**src/rtl/cmd_scan_pkg.sv**
```systemverilog
package cmd_scan_pkg;
  localparam int CMD_W   = 8;
  localparam int BCNT_W  = $clog2(CMD_W);
  localparam int CH_W    = 4;
  localparam int NCH     = 1 << CH_W;
  localparam int AVG_W   = 5;   // up to 32 samples per result
  localparam int SHIFT_W = 3;

  typedef enum logic [1:0] {
    SCAN_UP_TO  = 2'b00,
    SCAN_FROM   = 2'b01,
    SCAN_REPEAT = 2'b10,
    SCAN_SINGLE = 2'b11
  } scan_mode_t;

  typedef enum logic [1:0] {
    SQ_IDLE   = 2'd0,
    SQ_WAKE   = 2'd1,
    SQ_SAMPLE = 2'd2,
    SQ_PUSH   = 2'd3
  } seq_state_t;

  typedef struct packed {
    logic [1:0] clk_mode;
    logic [1:0] ref_sel;
    logic       avg_on;
    logic [1:0] navg;
    logic [1:0] nscan;
  } cfg_t;
endpackage

```
**src/rtl/cmd_shift.sv**
```systemverilog
module cmd_shift
  import cmd_scan_pkg::*;
(
  input  logic             clk,
  input  logic             rst_n,
  input  logic             spi_cs_n,
  input  logic             spi_sclk,
  input  logic             spi_mosi,
  output logic             byte_vld,
  output logic [CMD_W-1:0] byte_data
);
  logic [1:0]        cs_q;
  logic [2:0]        sclk_q;
  logic [1:0]        mosi_q;
  logic [BCNT_W-1:0] bcnt_q, bcnt_d;
  logic [CMD_W-1:0]  sh_q, sh_d;
  logic              vld_q, vld_d;
  logic              sclk_rise;

  assign sclk_rise = sclk_q[1] & ~sclk_q[2];

  always_comb begin
    sh_d   = sh_q;
    bcnt_d = bcnt_q;
    vld_d  = 1'b0;
    if (cs_q[1]) begin
      bcnt_d = '0;
    end else if (sclk_rise) begin
      sh_d   = {sh_q[CMD_W-2:0], mosi_q[1]};
      bcnt_d = bcnt_q + BCNT_W'(1);
      vld_d  = (bcnt_q == BCNT_W'(CMD_W-1));
    end
  end

  always_ff @(posedge clk or negedge rst_n) begin
    if (!rst_n) begin
      cs_q   <= '1;
      sclk_q <= '0;
      mosi_q <= '0;
      bcnt_q <= '0;
      sh_q   <= '0;
      vld_q  <= 1'b0;
    end else begin
      cs_q   <= {cs_q[0], spi_cs_n};
      sclk_q <= {sclk_q[1:0], spi_sclk};
      mosi_q <= {mosi_q[0], spi_mosi};
      bcnt_q <= bcnt_d;
      sh_q   <= sh_d;
      vld_q  <= vld_d;
    end
  end

  assign byte_vld  = vld_q;
  assign byte_data = sh_q;

  AST_BYTE_SPACED: assert property (@(posedge clk) disable iff (!rst_n)
    byte_vld |=> !byte_vld);
endmodule

```
**src/rtl/cmd_regs.sv**
```systemverilog
module cmd_regs
  import cmd_scan_pkg::*;
(
  input  logic             clk,
  input  logic             rst_n,
  input  logic             byte_vld,
  input  logic [CMD_W-1:0] byte_data,
  output cfg_t             cfg,
  output logic             setup_wr,
  output logic             conv_start,
  output logic [CH_W-1:0]  conv_chan,
  output scan_mode_t       conv_mode,
  output logic             fifo_clr,
  output logic             full_clr
);
  cfg_t            cfg_q, cfg_d;
  logic            start_q, start_d;
  logic [CH_W-1:0] chan_q, chan_d;
  scan_mode_t      mode_q, mode_d;
  logic            setup_q, setup_d;
  logic            fclr_q, fclr_d;
  logic            full_q, full_d;

  always_comb begin
    cfg_d   = cfg_q;
    chan_d  = chan_q;
    mode_d  = mode_q;
    start_d = 1'b0;
    setup_d = 1'b0;
    fclr_d  = 1'b0;
    full_d  = 1'b0;
    if (byte_vld) begin
      if (byte_data[7]) begin
        start_d = 1'b1;
        chan_d  = byte_data[6:3];
        mode_d  = scan_mode_t'(byte_data[2:1]);
      end else if (byte_data[6]) begin
        cfg_d.clk_mode = byte_data[5:4];
        cfg_d.ref_sel  = byte_data[3:2];
        setup_d        = 1'b1;
      end else if (byte_data[5]) begin
        cfg_d.avg_on = byte_data[4];
        cfg_d.navg   = byte_data[3:2];
        cfg_d.nscan  = byte_data[1:0];
      end else if (byte_data[4]) begin
        fclr_d = 1'b1;
        if (!byte_data[3]) begin
          full_d = 1'b1;
          cfg_d  = '0;
        end
      end
    end
  end

  always_ff @(posedge clk or negedge rst_n) begin
    if (!rst_n) begin
      cfg_q   <= '0;
      chan_q  <= '0;
      mode_q  <= SCAN_UP_TO;
      start_q <= 1'b0;
      setup_q <= 1'b0;
      fclr_q  <= 1'b0;
      full_q  <= 1'b0;
    end else begin
      cfg_q   <= cfg_d;
      chan_q  <= chan_d;
      mode_q  <= mode_d;
      start_q <= start_d;
      setup_q <= setup_d;
      fclr_q  <= fclr_d;
      full_q  <= full_d;
    end
  end

  assign cfg        = cfg_q;
  assign setup_wr   = setup_q;
  assign conv_start = start_q;
  assign conv_chan  = chan_q;
  assign conv_mode  = mode_q;
  assign fifo_clr   = fclr_q;
  assign full_clr   = full_q;

  AST_FULL_ZEROES: assert property (@(posedge clk) disable iff (!rst_n)
    full_clr |-> (cfg_q == '0));
  AST_FIFO_KEEPS_CFG: assert property (@(posedge clk) disable iff (!rst_n)
    (fifo_clr && !full_clr) |-> $stable(cfg_q));
  AST_NULL_BYTE: assert property (@(posedge clk) disable iff (!rst_n)
    (byte_vld && byte_data[7:4] == 4'b0000) |=> ($stable(cfg_q) && !start_q && !fclr_q));
endmodule

```
**src/rtl/scan_seq.sv**
```systemverilog
module scan_seq
  import cmd_scan_pkg::*;
#(
  parameter int DATA_W   = 10,
  parameter int REF_WAKE = 40
) (
  input  logic              clk,
  input  logic              rst_n,
  input  logic              start,
  input  logic [CH_W-1:0]   start_chan,
  input  scan_mode_t        start_mode,
  input  cfg_t              cfg,
  input  logic              setup_wr,
  input  logic              abort,
  output logic              smp_req,
  output logic [CH_W-1:0]   smp_chan,
  input  logic              smp_ack,
  input  logic [DATA_W-1:0] smp_data,
  output logic              res_push,
  output logic [DATA_W-1:0] res_data,
  output logic [CH_W-1:0]   res_chan,
  output logic              busy
);
  localparam int ACC_W = DATA_W + AVG_W;
  localparam int WK_W  = $clog2(REF_WAKE + 1);

  seq_state_t         state_q, state_d;
  logic [CH_W-1:0]    chan_q, chan_d;
  logic               step_q, step_d;
  logic [CH_W-1:0]    left_q, left_d;
  logic [AVG_W-1:0]   sidx_q, sidx_d;
  logic [AVG_W-1:0]   slast_q, slast_d;
  logic [SHIFT_W-1:0] shift_q, shift_d;
  logic [ACC_W-1:0]   acc_q, acc_d;
  logic [WK_W-1:0]    wake_q, wake_d;
  logic               ref_on_q, ref_on_d;

  logic [CH_W-1:0]    first_chan, first_left;
  logic [AVG_W:0]     nsmp;
  logic               need_wake;

  always_comb begin
    case (start_mode)
      SCAN_UP_TO:  first_left = start_chan;
      SCAN_FROM:   first_left = CH_W'(NCH - 1) - start_chan;
      SCAN_REPEAT: first_left = CH_W'({cfg.nscan, 2'b11});
      default:     first_left = '0;
    endcase
    first_chan = (start_mode == SCAN_UP_TO) ? '0 : start_chan;
    nsmp       = (AVG_W+1)'(4) << cfg.navg;
    need_wake  = (cfg.ref_sel == 2'b00) || (cfg.ref_sel[1] && !ref_on_q);
  end

  always_comb begin
    state_d  = state_q;
    chan_d   = chan_q;
    step_d   = step_q;
    left_d   = left_q;
    sidx_d   = sidx_q;
    slast_d  = slast_q;
    shift_d  = shift_q;
    acc_d    = acc_q;
    wake_d   = wake_q;
    ref_on_d = ref_on_q;
    if (setup_wr) ref_on_d = 1'b0;
    case (state_q)
      SQ_IDLE: if (start) begin
        chan_d  = first_chan;
        step_d  = (start_mode == SCAN_UP_TO) || (start_mode == SCAN_FROM);
        left_d  = first_left;
        sidx_d  = '0;
        acc_d   = '0;
        wake_d  = '0;
        slast_d = cfg.avg_on ? AVG_W'(nsmp - (AVG_W+1)'(1)) : '0;
        shift_d = cfg.avg_on ? SHIFT_W'(3'd2 + {1'b0, cfg.navg}) : '0;
        state_d = need_wake ? SQ_WAKE : SQ_SAMPLE;
      end
      SQ_WAKE: begin
        if (wake_q == WK_W'(REF_WAKE - 1)) begin
          state_d = SQ_SAMPLE;
          if (cfg.ref_sel[1]) ref_on_d = 1'b1;
        end else begin
          wake_d = wake_q + WK_W'(1);
        end
      end
      SQ_SAMPLE: if (smp_ack) begin
        acc_d = acc_q + ACC_W'(smp_data);
        if (sidx_q == slast_q) state_d = SQ_PUSH;
        else                   sidx_d  = sidx_q + AVG_W'(1);
      end
      default: begin
        acc_d  = '0;
        sidx_d = '0;
        if (left_q == '0) begin
          state_d = SQ_IDLE;
        end else begin
          left_d  = left_q - CH_W'(1);
          chan_d  = chan_q + CH_W'(step_q);
          state_d = SQ_SAMPLE;
        end
      end
    endcase
    if (abort) begin
      state_d  = SQ_IDLE;
      ref_on_d = 1'b0;
    end
  end

  always_ff @(posedge clk or negedge rst_n) begin
    if (!rst_n) begin
      state_q  <= SQ_IDLE;
      chan_q   <= '0;
      step_q   <= 1'b0;
      left_q   <= '0;
      sidx_q   <= '0;
      slast_q  <= '0;
      shift_q  <= '0;
      acc_q    <= '0;
      wake_q   <= '0;
      ref_on_q <= 1'b0;
    end else begin
      state_q  <= state_d;
      chan_q   <= chan_d;
      step_q   <= step_d;
      left_q   <= left_d;
      sidx_q   <= sidx_d;
      slast_q  <= slast_d;
      shift_q  <= shift_d;
      acc_q    <= acc_d;
      wake_q   <= wake_d;
      ref_on_q <= ref_on_d;
    end
  end

  assign busy     = (state_q != SQ_IDLE);
  assign smp_req  = (state_q == SQ_SAMPLE);
  assign smp_chan = chan_q;
  assign res_push = (state_q == SQ_PUSH);
  assign res_chan = chan_q;
  assign res_data = DATA_W'(acc_q >> shift_q);

  AST_BUSY_KEEPS_SCAN: assert property (@(posedge clk) disable iff (!rst_n)
    (start && busy && !abort) |=> ($stable(slast_q) && $stable(shift_q) && $stable(step_q)));
  AST_EXT_NO_WAKE: assert property (@(posedge clk) disable iff (!rst_n)
    (!busy && start && !abort && cfg.ref_sel == 2'b01) |=> (state_q == SQ_SAMPLE));
  AST_PUSH_AFTER_ACK: assert property (@(posedge clk) disable iff (!rst_n)
    res_push |-> $past(smp_ack));
  AST_SIDX_BOUND: assert property (@(posedge clk) disable iff (!rst_n)
    smp_req |-> (sidx_q <= slast_q));
endmodule

```
**src/rtl/cmd_scan_ctrl.sv**
```systemverilog
module cmd_scan_ctrl
  import cmd_scan_pkg::*;
#(
  parameter int DATA_W   = 10,
  parameter int REF_WAKE = 40
) (
  input  logic              clk,
  input  logic              rst_n,
  input  logic              spi_cs_n,
  input  logic              spi_sclk,
  input  logic              spi_mosi,
  output logic              smp_req,
  output logic [3:0]        smp_chan,
  input  logic              smp_ack,
  input  logic [DATA_W-1:0] smp_data,
  output logic              res_push,
  output logic [DATA_W-1:0] res_data,
  output logic [3:0]        res_chan,
  output logic              fifo_clr,
  output logic              busy,
  output logic [1:0]        cfg_clk_mode,
  output logic [1:0]        cfg_ref_sel
);
  logic             byte_vld;
  logic [CMD_W-1:0] byte_data;
  cfg_t             cfg;
  logic             setup_wr, conv_start, full_clr;
  logic [CH_W-1:0]  conv_chan;
  scan_mode_t       conv_mode;

  cmd_shift i_shift (
    .clk       (clk),
    .rst_n     (rst_n),
    .spi_cs_n  (spi_cs_n),
    .spi_sclk  (spi_sclk),
    .spi_mosi  (spi_mosi),
    .byte_vld  (byte_vld),
    .byte_data (byte_data)
  );

  cmd_regs i_regs (
    .clk        (clk),
    .rst_n      (rst_n),
    .byte_vld   (byte_vld),
    .byte_data  (byte_data),
    .cfg        (cfg),
    .setup_wr   (setup_wr),
    .conv_start (conv_start),
    .conv_chan  (conv_chan),
    .conv_mode  (conv_mode),
    .fifo_clr   (fifo_clr),
    .full_clr   (full_clr)
  );

  scan_seq #(.DATA_W(DATA_W), .REF_WAKE(REF_WAKE)) i_seq (
    .clk        (clk),
    .rst_n      (rst_n),
    .start      (conv_start),
    .start_chan (conv_chan),
    .start_mode (conv_mode),
    .cfg        (cfg),
    .setup_wr   (setup_wr),
    .abort      (full_clr),
    .smp_req    (smp_req),
    .smp_chan   (smp_chan),
    .smp_ack    (smp_ack),
    .smp_data   (smp_data),
    .res_push   (res_push),
    .res_data   (res_data),
    .res_chan   (res_chan),
    .busy       (busy)
  );

  assign cfg_clk_mode = cfg.clk_mode;
  assign cfg_ref_sel  = cfg.ref_sel;
endmodule

```
**config.mk**
```make
export PLATFORM = sky130hd
export DESIGN_NAME = cmd_scan_ctrl
export DESIGN_NICKNAME = d
export VERILOG_FILES = /design/src/rtl/cmd_scan_pkg.sv /design/src/rtl/cmd_shift.sv /design/src/rtl/cmd_regs.sv /design/src/rtl/scan_seq.sv /design/src/rtl/cmd_scan_ctrl.sv
export SDC_FILE = /design/constraint.sdc
export NUM_CORES = 1
export LEC_CHECK = 0
export BUFFER_PORTS_ARGS = -buffer_cell sky130_fd_sc_hd__buf_4
export CAP_MARGIN = 20
export CORE_AREA = 8 8 110 102
export CTS_CLUSTER_SIZE = 16
export DETAILED_ROUTE_END_ITERATION = 12
export DIE_AREA = 0 0 118 110
export PLACE_DENSITY_LB_ADDON = 0.2
export REMOVE_ABC_BUFFERS = 1
export SYNTH_ARGS = -nofsm -noshare
export SYNTH_HDL_FRONTEND = slang
export SYNTH_HIERARCHICAL = 1
export SYNTH_SLANG_ARGS = --single-unit
```
**constraint.sdc**
```tcl
create_clock -name clk -period 2.35 [get_ports clk]
set_clock_uncertainty 0.2 [all_clocks]
set_input_delay 0.1175 -clock clk [delete_from_list [all_inputs] [get_ports clk]]
set_output_delay 0.1175 -clock clk [all_outputs]
set_load 0.01 [all_outputs]
```
==> results of run 1 <==
## worst max-delay path, stage by stage
cell and delay (ps):
dlygate4sd3_1 530, buf_4 130, ha_1 210, fa_2 360
a211oi_2 240, o21bai_2 130, a21o_1 260, a41oi_2 240
a311oi_1 80
## cell families after synthesis
| logic type | after synthesis | synth area share |
|---|---|---|
| flip-flops | 82 | 0.434 |
| XOR/XNOR | 14 | 0.0275 |
| buffers and inverters | 38 | 0.0389 |
| adder cells (fa/ha/maj) | 22 | 0.0597 |
| multiplexers | 41 | 0.0952 |
| AND/OR/NAND/NOR | 163 | 0.172 |
| AO/OA/AOI/OAI | 125 | 0.173 |
## cells in the mapped netlist, types with 5 or more instances
cell type,number,area share
a211oi_1,6,0.0095
a21oi_1,25,0.026
buf_4,6,0.0095
a21o_1,5,0.0079
mux2i_1,18,0.038
dfrtp_1,80,0.42
inv_1,10,0.0079
clkbuf_1,14,0.011
nor2_1,50,0.040
a22o_1,6,0.011
xnor2_1,7,0.013
nand2_1,52,0.041
nand3_1,18,0.019
mux2_2,19,0.045
o21ai_0,37,0.039
ha_1,21,0.056
o22ai_1,6,0.0079
nor3_1,7,0.0074
xor2_1,6,0.011
## through the flow
| step | hold slack, ps | worst slack (ps) | cells | instance area [µm²] |
|---|---|---|---|---|
| after floorplan | -378 | -102 | 459 | 4590 |
| after global placement | -68.7 | 40.3 | 646 | 5220 |
| after detailed placement | -69.0 | 22.4 | 646 | 5220 |
| after CTS | 56.7 | 11.9 | 668 | 5510 |
| after global routing | 81.3 | -16.2 | 669 | 5540 |
| final | 59.1 | 81.3 | 669 | 5540 |
## path summary, 6_finish.rpt
kind | from | slack (ps) | to
setup / recovery | smp_data[0] | 80 | i_seq/acc_q[12]
min in group clk | smp_data[8] | 70 | i_seq/acc_q[8]
hold reg to reg | i_shift/sclk_q[0] | 150 | i_shift/sclk_q[1]
setup reg to reg | i_seq/acc_q[0] | 100 | i_seq/acc_q[12]
max in group asynchronous | rst_n | 1270 | i_shift/cs_q[1]
hold / removal | rst_n | 60 | i_seq/wake_q[2]
## per-layer routing
layer / global-route usage / vias to the layer above / part of all wire
met1: 0.219 / 1885 / 0.49
li1: - / 1849 / -
met3: 0.0423 / 14 / 0.039
met4: 0.0521 / 0 / 0.014
met5: 0 / - / 0
met2: 0.263 / 69 / 0.45
## where the power goes
group	total, W	leakage, nW	switching, W	internal [W]
registers	0.00209	1.08	0.000397	0.00169
clock network	0.00116	0.113	0.000551	0.000614
logic	0.00258	1.33	0.00143	0.00115
total	0.00583	2.52	0.00238	0.00345
## sequential cells by signal, indices dropped and copies added (netlist names), 3 cells and up
name               cells
i_seq/slast_q          4
i_shift/bcnt_q         3
i_regs/conv_chan       4
i_seq/wake_q           6
i_regs/cfg             9
i_seq/res_chan         4
i_shift/sclk_q         3
i_shift/byte_data      8
i_seq/left_q           4
i_seq/acc_q           15
i_seq/sidx_q           5
## cell type report
type | instances | area, µm²
clock buffer | 10 | 128
clock inverter | 6 | 97.6
fill | 817 | 3860
inverter | 12 | 45.0
multi-input combinational | 365 | 2520
sequential | 82 | 2060
tap | 126 | 158
timing repair buffer | 68 | 538
## repair_timing
item,CTS,global route
endpoints found under the setup margin,2,14
buffers inserted,0,1
hold endpoints to repair,81,0
hold buffers,6,0
pin swaps,0,3
gates resized for setup,1,6
==> qor.yml, run 1 <==
drt_iter0_markers: 245
fin_setup_tns_ps: 0
cts_made_buffers: 9
fp.dieH_um: 110
timing.fmax_mhz: 441
antenna_left: 0
grt-ovfl-total: 0
arrival_ps: 2300
p_per_area_mw_per_mm2: 1050
hold_viol_final: 0
cts.sinks: 82
worst_skew_pair.late_latency_ps: 360
min_path_type: "in2async"
dr.pass1.iters: 5
yosysWarnings: 6
peakVddDrop_mv: 0.560
mostFrequentLayoutCell: "dfrtp_1"
syn_area_per_cell_um2: 9.76
root_buffer: "clkbuf_8"
synth_edf_count: 0
async_flop_share: 1.00
maxCapViolations: 0
grt_pass1_vias: 3623
worstRegToRegCells: 7
ys.flop_type: "dfrtp_1"
synthCells: 485
critical_path_class: "in2reg"
timing.slew.headroom: 0.589
critPathMaxFanout: 4
setup_viol: 0
status: "finished, final reports clean"
gp_congestion: 0.867
cp-start-kind: "primary input"
cts-htree-levels: 3
grt_usage: 0.165
grt_pass1_wl_mm: 17.7
p_leak_nw: 2.52
finalCritPeriodShare: 0.965
clk_pin_slew_ps: 90
crit_required_ps: 2380
syn_to_final_growth_pct: 17.1
antenna_cells: 0
via_per_inst: 5.71
yosysSeqAreaShare: 0.434
grt_max_degree: 37
row_count: 34
drive_above_1_share: 0.228
ys_seq_elements: 82
initial_utilization: 0.503
fin_util: 0.589
die-area_mm2: 0.0130
slew_violations: 0
worst_slew_pin_slew_ps: 613
netlist_area_mm2: 0.00473
min_period_ps: 2270
die_w_um: 118
hpwl_mm: 7.67
ys_types: 70
final_nets: 576
wire_per_inst_um: 15.7
portBuffers: 41
pin_count: 42
drc: 0
core_area_mm2: 0.00940
end_kind: "flop"
cts_buffer_depth: 2
antenna_found_initial: 0
total_power_w: 0.00583
via_count: 3817
cts_tree: "yes"
most-common-layout-cells: "dfrtp_1 (79), buf_4 (61), nand2_1 (52)"
drt-total-wl_mm: 10.5
Note: power is estimated with default switching activity, not from simulation.
==> inputs of run 2 (changes only) <==
CORE_AREA = 8 8 105 107   (was 8 8 110 102)
DIE_AREA = 0 0 113 115   (was 0 0 118 110)
REMOVE_ABC_BUFFERS = not set   (was 1)
==> run 2 against run 1 <==
Combinational power shrank 2%. Clock power shrank 5%. First-iteration DRC count grew 3.7%. Critical path depth shrank 2. Register-to-register slack is essentially flat. Hold slack gained 24 ps. Via count shrank 0.71%. Core utilization shrank 0.60 points. Final area shrank 0.41%. Die area grew 0.12%. Power shrank 2.1%. Sequential share of layout area grew 0.15 points. Critical path type is now reg2reg. Highest routed layer unchanged.
==> qor.yml, run 2 (synthesis results as in run 1) <==
root_buffer: "clkbuf_8"
worst_skew_pair.late_latency_ps: 360
min_from: "smp_ack"
multiInputGateArea_mm2: 0.00253
worstHoldEndpoint: "i_seq/sidx_q[0]"
wire_per_inst_um: 15.6
cts_buffer_depth: 2
worst_slew_pin_slew_ps: 608
timing.fmax_mhz: 447
p_per_area_mw_per_mm2: 1030
cts.sinks: 82
cp-start-kind: "flop"
fin_util: 0.583
hold_depth: 5
placed_area_mm2: 0.00518
total_power_w: 0.00571
drt_iter0_markers: 254
fp.dieH_um: 115
grt_pass1_wl_mm: 17.2
antenna_left: 0
drive_above_1_share: 0.232
rr_endpoint: "i_seq/acc_q[12]"
syn_nets: 523
regMostFlops: "i_seq/acc_q"
row_count: 36
status: "finished, final reports clean"
final_nets: 575
core_area_mm2: 0.00946
most-common-layout-cells: "dfrtp_1 (79), buf_4 (59), nand2_1 (52)"
cp_cell_sequence: "ha_1, fa_1, a211oi_2, o21bai_1, a21o_1, a41oi_1, a311oi_1"
crit_slowest_cell: "dfrtp_1"
grt-ovfl-total: 0
maxCapViolations: 0
die_w_um: 113
reg2reg_slack_ps: 110
crit_required_ps: 2380
dr.pass1.iters: 4
end_kind: "flop"
initial_utilization: 0.500
p_leak_nw: 2.52
via_per_inst: 5.78
critical_path_class: "reg2reg"
grt_usage: 0.163
largest_reg_flops: 15
pin_count: 42
portBuffers: 41
min_period_ps: 2240
regArea_mm2: 0.00206
antenna_cells: 0
drt-total-wl_mm: 10.2
fill_cells: 846
via_count: 3790
hold_viol_final: 0
worstRegToRegCells: 7
cts_tree: "yes"
peakVddDrop_mv: 0.580
antenna_found_initial: 0
die-area_mm2: 0.0130
clk_pin_slew_ps: 90
mostFrequentLayoutCell: "dfrtp_1"
cts_made_buffers: 9
hpwl_mm: 7.28
arrival_ps: 2270
grt_max_degree: 83
critPathMaxFanout: 5
gp_congestion: 0.880
setup_viol: 0
finalCritPeriodShare: 0.953
cts-htree-levels: 3
reg2reg_from: "i_seq/acc_q[0]"
drc: 0
hold_slack_ps: 83.5
fin_area_mm2: 0.00552
syn_to_final_growth_pct: 16.6
grt_pass1_vias: 3564
min_path_type: "in2reg"
timing.slew.headroom: 0.592
fin_setup_tns_ps: 0
critPathMaxStageDelay_ps: 400
slew_violations: 0
[run 2: cell types whose count changed in the layout (fill, tap and decap cells not counted), moves of 2 or more]
cell,change
buf_4,-2
clkbuf_8,+2
a22oi_1,-2
a22oi_2,+2
[run 2: final cells by class]
type                       count  area share
sequential                    82       0.372
clock inverter                 5      0.0111
tap                          114      0.0258
clock buffer                  11      0.0274
multi-input combinational    365       0.458
inverter                      12     0.00816
timing repair buffer          67      0.0968
[run 2: metrics by stage]
stage	setup slack [ps]	cells
floorplan	124	485
global placement	55.0	631
detailed placement	8.23	631
CTS	20.3	653
global route	-0.349	656
finish	111	656
[run 2: worst max-delay path: cells and delay by family, from the launching register on]
family / cells / cell delay (ps)
AO/OA/AOI/OAI: 5 / 910
flip-flops: 1 / 400
adder cells (fa/ha/maj): 2 / 610
[run 2: timing repair]
action                                  4_1_cts  5_1_grt
buffers inserted                              0        3
hold buffers                                  6        0
endpoints found under the setup margin        3       10
gates resized for setup                       1        9
hold endpoints to repair                     87        0
pin swaps                                     0        2
[run 2: where the power goes]
| part | switching, W | internal, W | leakage, nW |
|---|---|---|---|
| registers | 0.000392 | 0.00169 | 1.08 |
| logic | 0.00141 | 0.00112 | 1.33 |
| clock network | 0.000540 | 0.000555 | 0.110 |
[run 2: worst max-delay path by stage]
| stage | start | to | slack (ps) | depth (start not counted) |
|---|---|---|---|---|
| global placement | i_seq/acc_q[0] | i_seq/acc_q[8] | 50 | 8 |
| finish | i_seq/acc_q[0] | i_seq/acc_q[12] | 110 | 7 |
| global route | i_seq/state_q[1] | i_seq/acc_q[10] | -0.3 | 9 |
| floorplan | i_seq/acc_q[0] | i_seq/acc_q[8] | 120 | 8 |
| CTS | i_seq/acc_q[0] | i_seq/acc_q[8] | 20 | 8 |
| detailed placement | i_seq/acc_q[0] | i_seq/acc_q[8] | 8 | 8 |
[run 2: per-layer routing]
metal	vias to the layer above	wire length, µm	global-route usage
met1	1851	4670	0.213
met5	-	0	0
met2	72	5020	0.262
li1	1856	-	-
met4	0	143	0.0666
met3	11	398	0.0299
